## config.mk

```make
export PLATFORM = sky130hd
export DESIGN_NAME = ser_eeprom
export DESIGN_NICKNAME = d
export VERILOG_FILES = /design/src/rtl/ser_eeprom_pkg.sv /design/src/rtl/ser_eeprom_edge.sv /design/src/rtl/ser_eeprom_array.sv /design/src/rtl/ser_eeprom_timer.sv /design/src/rtl/ser_eeprom_ctrl.sv /design/src/rtl/ser_eeprom.sv
export SDC_FILE = /design/constraint.sdc
export NUM_CORES = 1
export LEC_CHECK = 0
export BUFFER_PORTS_ARGS = -buffer_cell sky130_fd_sc_hd__buf_4
export CAP_MARGIN = 40
export CORE_MARGIN = 8
export CORE_UTILIZATION = 52
export CTS_CLUSTER_SIZE = 25
export DETAILED_ROUTE_END_ITERATION = 7
export GPL_TIMING_DRIVEN = 0
export PLACE_DENSITY = 0.7
export SLEW_MARGIN = 40
export SYNTH_ARGS = -nofsm -noshare
export SYNTH_HDL_FRONTEND = slang
export SYNTH_SLANG_ARGS = --single-unit
```

## constraint.sdc

```tcl
create_clock -name clk -period 2.9 [get_ports clk]
set_input_delay 0.58 -clock clk [delete_from_list [all_inputs] [get_ports clk]]
set_output_delay 0.58 -clock clk [all_outputs]
set_load 0.02 [all_outputs]
```

## src/rtl/ser_eeprom_pkg.sv

```systemverilog
package ser_eeprom_pkg;

    localparam int WORD_W  = 16;
    localparam int MAX_AW  = 8;
    localparam int CNT_W   = 5;
    localparam logic [WORD_W-1:0] BLANK_WORD = '1;

    typedef enum logic [1:0] {
        OPC_EXT   = 2'b00,
        OPC_WRITE = 2'b01,
        OPC_READ  = 2'b10,
        OPC_ERASE = 2'b11
    } opcode_e;

    typedef enum logic [1:0] {
        SUB_LOCK  = 2'b00,
        SUB_FILL  = 2'b01,
        SUB_CLEAR = 2'b10,
        SUB_OPEN  = 2'b11
    } subcode_e;

    typedef enum logic [2:0] {
        PH_IDLE,
        PH_OPC,
        PH_ADR,
        PH_DAT,
        PH_OUT,
        PH_HOLD
    } phase_e;

    typedef struct packed {
        logic              every;
        logic [MAX_AW-1:0] addr;
        logic [WORD_W-1:0] data;
    } store_req_t;

    function automatic logic last_bit(input logic [CNT_W-1:0] cnt, input int n);
        return cnt == CNT_W'(n - 1);
    endfunction

endpackage

```

## src/rtl/ser_eeprom_edge.sv

```systemverilog
module ser_eeprom_edge (
    input  logic clk,
    input  logic rst,
    input  logic line_in,
    output logic rise
);
    logic line_q;

    always_ff @(posedge clk) begin
        if (rst) line_q <= 1'b0;
        else     line_q <= line_in;
    end

    assign rise = line_in & ~line_q;
endmodule

```

## src/rtl/ser_eeprom_array.sv

```systemverilog
module ser_eeprom_array
    import ser_eeprom_pkg::*;
#(
    parameter int ADDR_W = 6
) (
    input  logic              clk,
    input  logic              rst,
    input  logic              st_we,
    input  store_req_t        st_req,
    input  logic [ADDR_W-1:0] rd_addr,
    output logic [WORD_W-1:0] rd_data
);
    localparam int DEPTH = 1 << ADDR_W;

    logic [WORD_W-1:0] cells [DEPTH];

    always_ff @(posedge clk) begin
        if (rst) begin
            for (int i = 0; i < DEPTH; i++) cells[i] <= BLANK_WORD;
        end else if (st_we) begin
            if (st_req.every) begin
                for (int i = 0; i < DEPTH; i++) cells[i] <= st_req.data;
            end else begin
                cells[st_req.addr[ADDR_W-1:0]] <= st_req.data;
            end
        end
    end

    assign rd_data = cells[rd_addr];
endmodule

```

## src/rtl/ser_eeprom_timer.sv

```systemverilog
module ser_eeprom_timer #(
    parameter int BUSY_CYCLES = 40
) (
    input  logic clk,
    input  logic rst,
    input  logic start,
    output logic busy
);
    localparam int TW = $clog2(BUSY_CYCLES + 1);

    logic [TW-1:0] left;

    always_ff @(posedge clk) begin
        if (rst)              left <= '0;
        else if (start)       left <= TW'(BUSY_CYCLES);
        else if (left != '0)  left <= left - 1'b1;
    end

    assign busy = left != '0;
endmodule

```

## src/rtl/ser_eeprom_ctrl.sv

```systemverilog
module ser_eeprom_ctrl
    import ser_eeprom_pkg::*;
#(
    parameter int ADDR_W = 6
) (
    input  logic              clk,
    input  logic              rst,
    input  logic              sel,
    input  logic              sdin,
    input  logic              sk_rise,
    input  logic              busy,
    input  logic [WORD_W-1:0] rd_data,
    output logic [ADDR_W-1:0] rd_addr,
    output logic              st_we,
    output store_req_t        st_req,
    output phase_e            phase,
    output logic              wen,
    output logic              sdout
);
    logic [CNT_W-1:0]  cnt;
    logic [1:0]        opc;
    logic [ADDR_W-1:0] adr;
    logic [WORD_W-1:0] dat;
    logic [WORD_W:0]   out_sr;
    logic              show_stat;
    logic [ADDR_W-1:0] adr_nx;
    logic [WORD_W-1:0] dat_nx;
    subcode_e          sub_nx;

    assign adr_nx  = {adr[ADDR_W-2:0], sdin};
    assign dat_nx  = {dat[WORD_W-2:0], sdin};
    assign sub_nx  = subcode_e'(adr_nx[ADDR_W-1 -: 2]);
    assign rd_addr = adr_nx;

    always_ff @(posedge clk) begin
        st_we <= 1'b0;
        if (rst) begin
            phase     <= PH_IDLE;
            cnt       <= '0;
            opc       <= '0;
            adr       <= '0;
            dat       <= '0;
            out_sr    <= '0;
            wen       <= 1'b0;
            show_stat <= 1'b0;
            st_req    <= '0;
        end else if (!sel) begin
            phase <= PH_IDLE;
            cnt   <= '0;
        end else if (sk_rise) begin
            case (phase)
                PH_IDLE: begin
                    if (sdin && !busy) begin
                        phase     <= PH_OPC;
                        cnt       <= '0;
                        show_stat <= 1'b0;
                    end
                end
                PH_OPC: begin
                    opc <= {opc[0], sdin};
                    if (last_bit(cnt, 2)) begin
                        phase <= PH_ADR;
                        cnt   <= '0;
                    end else begin
                        cnt <= cnt + 1'b1;
                    end
                end
                PH_ADR: begin
                    adr <= adr_nx;
                    cnt <= cnt + 1'b1;
                    if (last_bit(cnt, ADDR_W)) begin
                        cnt   <= '0;
                        phase <= PH_HOLD;
                        case (opcode_e'(opc))
                            OPC_READ: begin
                                out_sr <= {1'b0, rd_data};
                                phase  <= PH_OUT;
                            end
                            OPC_WRITE: phase <= PH_DAT;
                            OPC_ERASE: begin
                                if (wen) begin
                                    st_we     <= 1'b1;
                                    show_stat <= 1'b1;
                                    st_req    <= '{every: 1'b0, addr: MAX_AW'(adr_nx), data: BLANK_WORD};
                                end
                            end
                            default: begin
                                case (sub_nx)
                                    SUB_OPEN:  wen <= 1'b1;
                                    SUB_LOCK:  wen <= 1'b0;
                                    SUB_FILL:  phase <= PH_DAT;
                                    default: begin
                                        if (wen) begin
                                            st_we     <= 1'b1;
                                            show_stat <= 1'b1;
                                            st_req    <= '{every: 1'b1, addr: '0, data: BLANK_WORD};
                                        end
                                    end
                                endcase
                            end
                        endcase
                    end
                end
                PH_DAT: begin
                    dat <= dat_nx;
                    cnt <= cnt + 1'b1;
                    if (last_bit(cnt, WORD_W)) begin
                        phase <= PH_HOLD;
                        if (wen) begin
                            st_we     <= 1'b1;
                            show_stat <= 1'b1;
                            st_req    <= '{every: (opc == OPC_EXT), addr: MAX_AW'(adr), data: dat_nx};
                        end
                    end
                end
                PH_OUT: begin
                    if (last_bit(cnt, WORD_W + 1)) begin
                        phase <= PH_HOLD;
                    end else begin
                        out_sr <= {out_sr[WORD_W-1:0], 1'b0};
                        cnt    <= cnt + 1'b1;
                    end
                end
                default: ;
            endcase
        end
    end

    always_comb begin
        sdout = 1'b0;
        if (sel) begin
            if (phase == PH_OUT)                    sdout = out_sr[WORD_W];
            else if (phase == PH_IDLE && show_stat) sdout = ~busy;
        end
    end
endmodule

```

## src/rtl/ser_eeprom.sv

```systemverilog
module ser_eeprom
    import ser_eeprom_pkg::*;
#(
    parameter int ADDR_W      = 6,
    parameter int BUSY_CYCLES = 40
) (
    input  logic clk,
    input  logic rst,
    input  logic sel,
    input  logic sclk,
    input  logic sdin,
    output logic sdout
);
    logic              sk_rise;
    logic              busy;
    logic              st_we;
    logic              wen;
    store_req_t        st_req;
    phase_e            phase;
    logic [ADDR_W-1:0] rd_addr;
    logic [WORD_W-1:0] rd_data;

    ser_eeprom_edge u_edge (
        .clk(clk), .rst(rst), .line_in(sclk), .rise(sk_rise)
    );

    ser_eeprom_ctrl #(.ADDR_W(ADDR_W)) u_ctrl (
        .clk(clk), .rst(rst), .sel(sel), .sdin(sdin), .sk_rise(sk_rise),
        .busy(busy), .rd_data(rd_data), .rd_addr(rd_addr), .st_we(st_we),
        .st_req(st_req), .phase(phase), .wen(wen), .sdout(sdout)
    );

    ser_eeprom_array #(.ADDR_W(ADDR_W)) u_array (
        .clk(clk), .rst(rst), .st_we(st_we), .st_req(st_req),
        .rd_addr(rd_addr), .rd_data(rd_data)
    );

    ser_eeprom_timer #(.BUSY_CYCLES(BUSY_CYCLES)) u_timer (
        .clk(clk), .rst(rst), .start(st_we), .busy(busy)
    );
endmodule

```

==> impl_metrics.env <==
export IMPL_via_per_inst=6.50
export IMPL_synth_top_area_share_pct=64.7
export IMPL_synthTopCellsByArea="edfxtp_1 65%, mux4_2 11%, or2_2 7.4%"
export IMPL_worstPathCellList="clkbuf_1 > nand3b_1 > nor2_2 > a21oi_1 > clkbuf_1 > or2_2"
export IMPL_max_stage_delay_ns=0.57
export IMPL_fin_skew_ns=0.0253
export IMPL_arrival_ns=3.38
export IMPL_drv_slew=0
export IMPL_synth_distinct_cells=61
export IMPL_clock_path_buffers=3
export IMPL_synth_edf_count=1024
export IMPL_gr_total_overflow=0
export IMPL_final_common_cell="edfxtp_1"
export IMPL_grt_use_met2_pct=44.2
export IMPL_slew_limit_headroom_pct=36.6
export IMPL_drt_initial_drc_count=4110
export IMPL_grt_pass1_vias=28334
export IMPL_drt_wl_total_um=147000
export IMPL_die_w_um=318
export IMPL_postCtsHoldBufs=0
export IMPL_syn_avg_cell_area_um2=16.1
export IMPL_ctsRootBufferMaster="clkbuf_16"
export IMPL_grt_pass1_wl_um=207000
export IMPL_required_ns=3.33
export IMPL_cpLargestDelayFamily="simple AND/OR/NAND/NOR gates"
export IMPL_synth_net_count=2969
export IMPL_die_h_um=318
export IMPL_syn_inst=2950
export IMPL_die_area_um2=101000
export IMPL_ff_latch_area_um2=32400
export IMPL_num_nets_final=3156
export IMPL_rsz0062_at_grt="true"
export IMPL_finalWorstPathRequiredPeriod_ns=2.95
export IMPL_antenna_found_initial=9
export IMPL_period_share_pct=102
export IMPL_io_buffers=4
export IMPL_placement_rows=111
export IMPL_drc=0
export IMPL_pin_count=6
export IMPL_yosysSeqAreaShare_pct=68.1
export IMPL_use_met3_pct=6.59
export IMPL_crit_slowest_cell="nor2_2"
export IMPL_ys_warn_count=0
export IMPL_hold_violations=0
export IMPL_yosysTopAreaCell="edfxtp_1"
export IMPL_drtPass1Iterations=5
export IMPL_drive_gt1_share_pct=39.5
export IMPL_grt_use_total_pct=28.4
export IMPL_worst_slack_ns=-0.0474
export IMPL_syn2layout_area_growth_pct=14.9
export IMPL_gp_congestion=0.947
export IMPL_fin_cells=4414
export IMPL_clkLatencyLatePin_ns=0.68
export IMPL_cts_buffers=110
export IMPL_violations="setup timing"
export IMPL_setup_viol=40
export IMPL_wl_per_cell_um=33.4
export IMPL_place_hpwl_um=104000
export IMPL_cts_sinks=1105
export IMPL_crit_path_frequent_cell="clkbuf_1"
export IMPL_vias=28709
export IMPL_timing_critical_path_buf_inv=2
export IMPL_power_density_nw_per_um2=628
export IMPL_synthArstFlopShare_pct=0
export IMPL_design_area_um2=54600
export IMPL_start_util_pct=52.2
export IMPL_placed_area_um2=50800
export IMPL_hp_class="in -> reg"
export IMPL_cts_tree="built"
export IMPL_pre_cts_slack_ns=-0.708
export IMPL_path_clk_slew_ns=0.06
export IMPL_dpl_cell_count=4205
export IMPL_grt_max_degree=31
export IMPL_ir_drop_mv=0.518
export IMPL_final_cell_mix="1,024 x edfxtp_1, 559 x or2_2, 227 x mux4_2, 148 x clkbuf_1, 137 x mux2i_1"
export IMPL_worstSetupPathType="reg -> reg"
export IMPL_multiInputGateArea_um2=15000
export IMPL_core_area_um2=91100
export IMPL_startpoint_type="flip-flop"
export IMPL_setup_tns_ns=-0.821
export IMPL_globalRouteMet1Util_pct=37.1
export IMPL_outcome="finished, violations left"
export IMPL_grt_busiest_layer="met2"
export IMPL_total_leakage_power_nw=16.2
export IMPL_fillCellCount=6679
export IMPL_finish_utilization_pct=59.9
export IMPL_path_max_fanout=10
export IMPL_htree_levels=3
export IMPL_ys_seq_elements=1105
export IMPL_syn_cell_area_um2=47500
export IMPL_ys_flop_type="edfxtp_1"
export IMPL_fmaxAchievable_mhz=339
export IMPL_antenna_left=0
export IMPL_tightest_slew_ns=0.952
export IMPL_end_kind="flip-flop"
export IMPL_maxCapViolCount=0
[worst reg2reg max path: cells and delay by family (launching register included)]
kind | cells | cell delay [ns]
simple gates | 3 | 1.23
buf+inv | 2 | 0.76
compound gates | 1 | 0.38
flops | 1 | 0.33
[worst paths after layout]
path / from / endpoint / slack (ns) / depth (start not counted)
max: u_ctrl.st_req[18] / u_array.cells[29][7] / -0.05 / 6
min: sclk / u_edge.line_q / 0.14 / 2
max reg2reg: u_ctrl.st_req[18] / u_array.cells[29][7] / -0.05 / 6
min reg2reg: u_ctrl.dat[8] / u_ctrl.dat[9] / 0.47 / 2
[metrics by stage]
stage               hold WS (ns)  power [mW]
floorplan                  0.442        19.8
global placement           0.453        20.4
detailed placement         0.464        20.7
CTS                        0.111        34.3
global route               0.128        35.1
finish                     0.139        34.3
[per-layer routing]
metal,up-vias,wire (um)
met5,-,36
li1,11698,-
met1,14703,54300
met4,6,10200
met2,1877,67000
met3,425,15600
[final cells by class]
cell class	count	area share [%]
repair buffers	79	2.01
multi-input cells	1604	27.5
plain buffers	222	2.02
clock buffers	150	5.49
inverters	15	0.103
well taps	1186	2.72
diodes	1	0.00458
clock inverters	52	0.816
flip-flops and latches	1105	59.3
[cells in the mapped netlist (29+ instances only)]
cell type	instances
nor2_1	62
nand2_1	96
mux2i_1	137
a21oi_1	98
mux4_2	227
buf_2	45
or2_2	559
a22oi_1	44
edfxtp_1	1024
nand3_1	47
dfxtp_1	81
o21ai_0	97
clkbuf_1	158
mux2_2	29
[cell families (layout without fill, tap and decap cells)]
group / count (synthesis) / count (layout) / synth area share (%)
mux: 393 / 393 / 14.3
other cells: 0 / 1 / 0
flops: 1105 / 1105 / 68.1
xor+xnor: 2 / 2 / 0.0369
simple gates: 856 / 856 / 10.4
compound gates: 339 / 339 / 4.51
fa+ha+maj: 14 / 14 / 0.369
buf+inv: 241 / 518 / 2.20
[power breakdown]
group / internal, mW / total (mW) / switching, mW
Combinational: 0.797 / 2.02 / 1.23
Sequential: 18.2 / 18.4 / 0.233
Clock: 7.82 / 13.8 / 5.98
[timing repair]
action | in CTS | in global routing
pin swaps | 2 | 1
buffers inserted | 7 | 2
gates resized for setup | 42 | 38
setup endpoints to repair | 468 | 421
[flip-flops by register name (all words and copies together), names as in the netlist]
name              count
u_timer.left          6
u_ctrl.cnt            5
u_ctrl.show_stat      1
u_edge.line_q         1
u_ctrl.opc            2
u_ctrl.out_sr        17
u_ctrl.st_req        23
u_array.cells      1024
u_ctrl.dat           15
u_ctrl.phase          3
u_ctrl.adr            6
u_ctrl.wen            1
u_ctrl.st_we          1
Note: power is estimated with default switching activity, not from simulation.
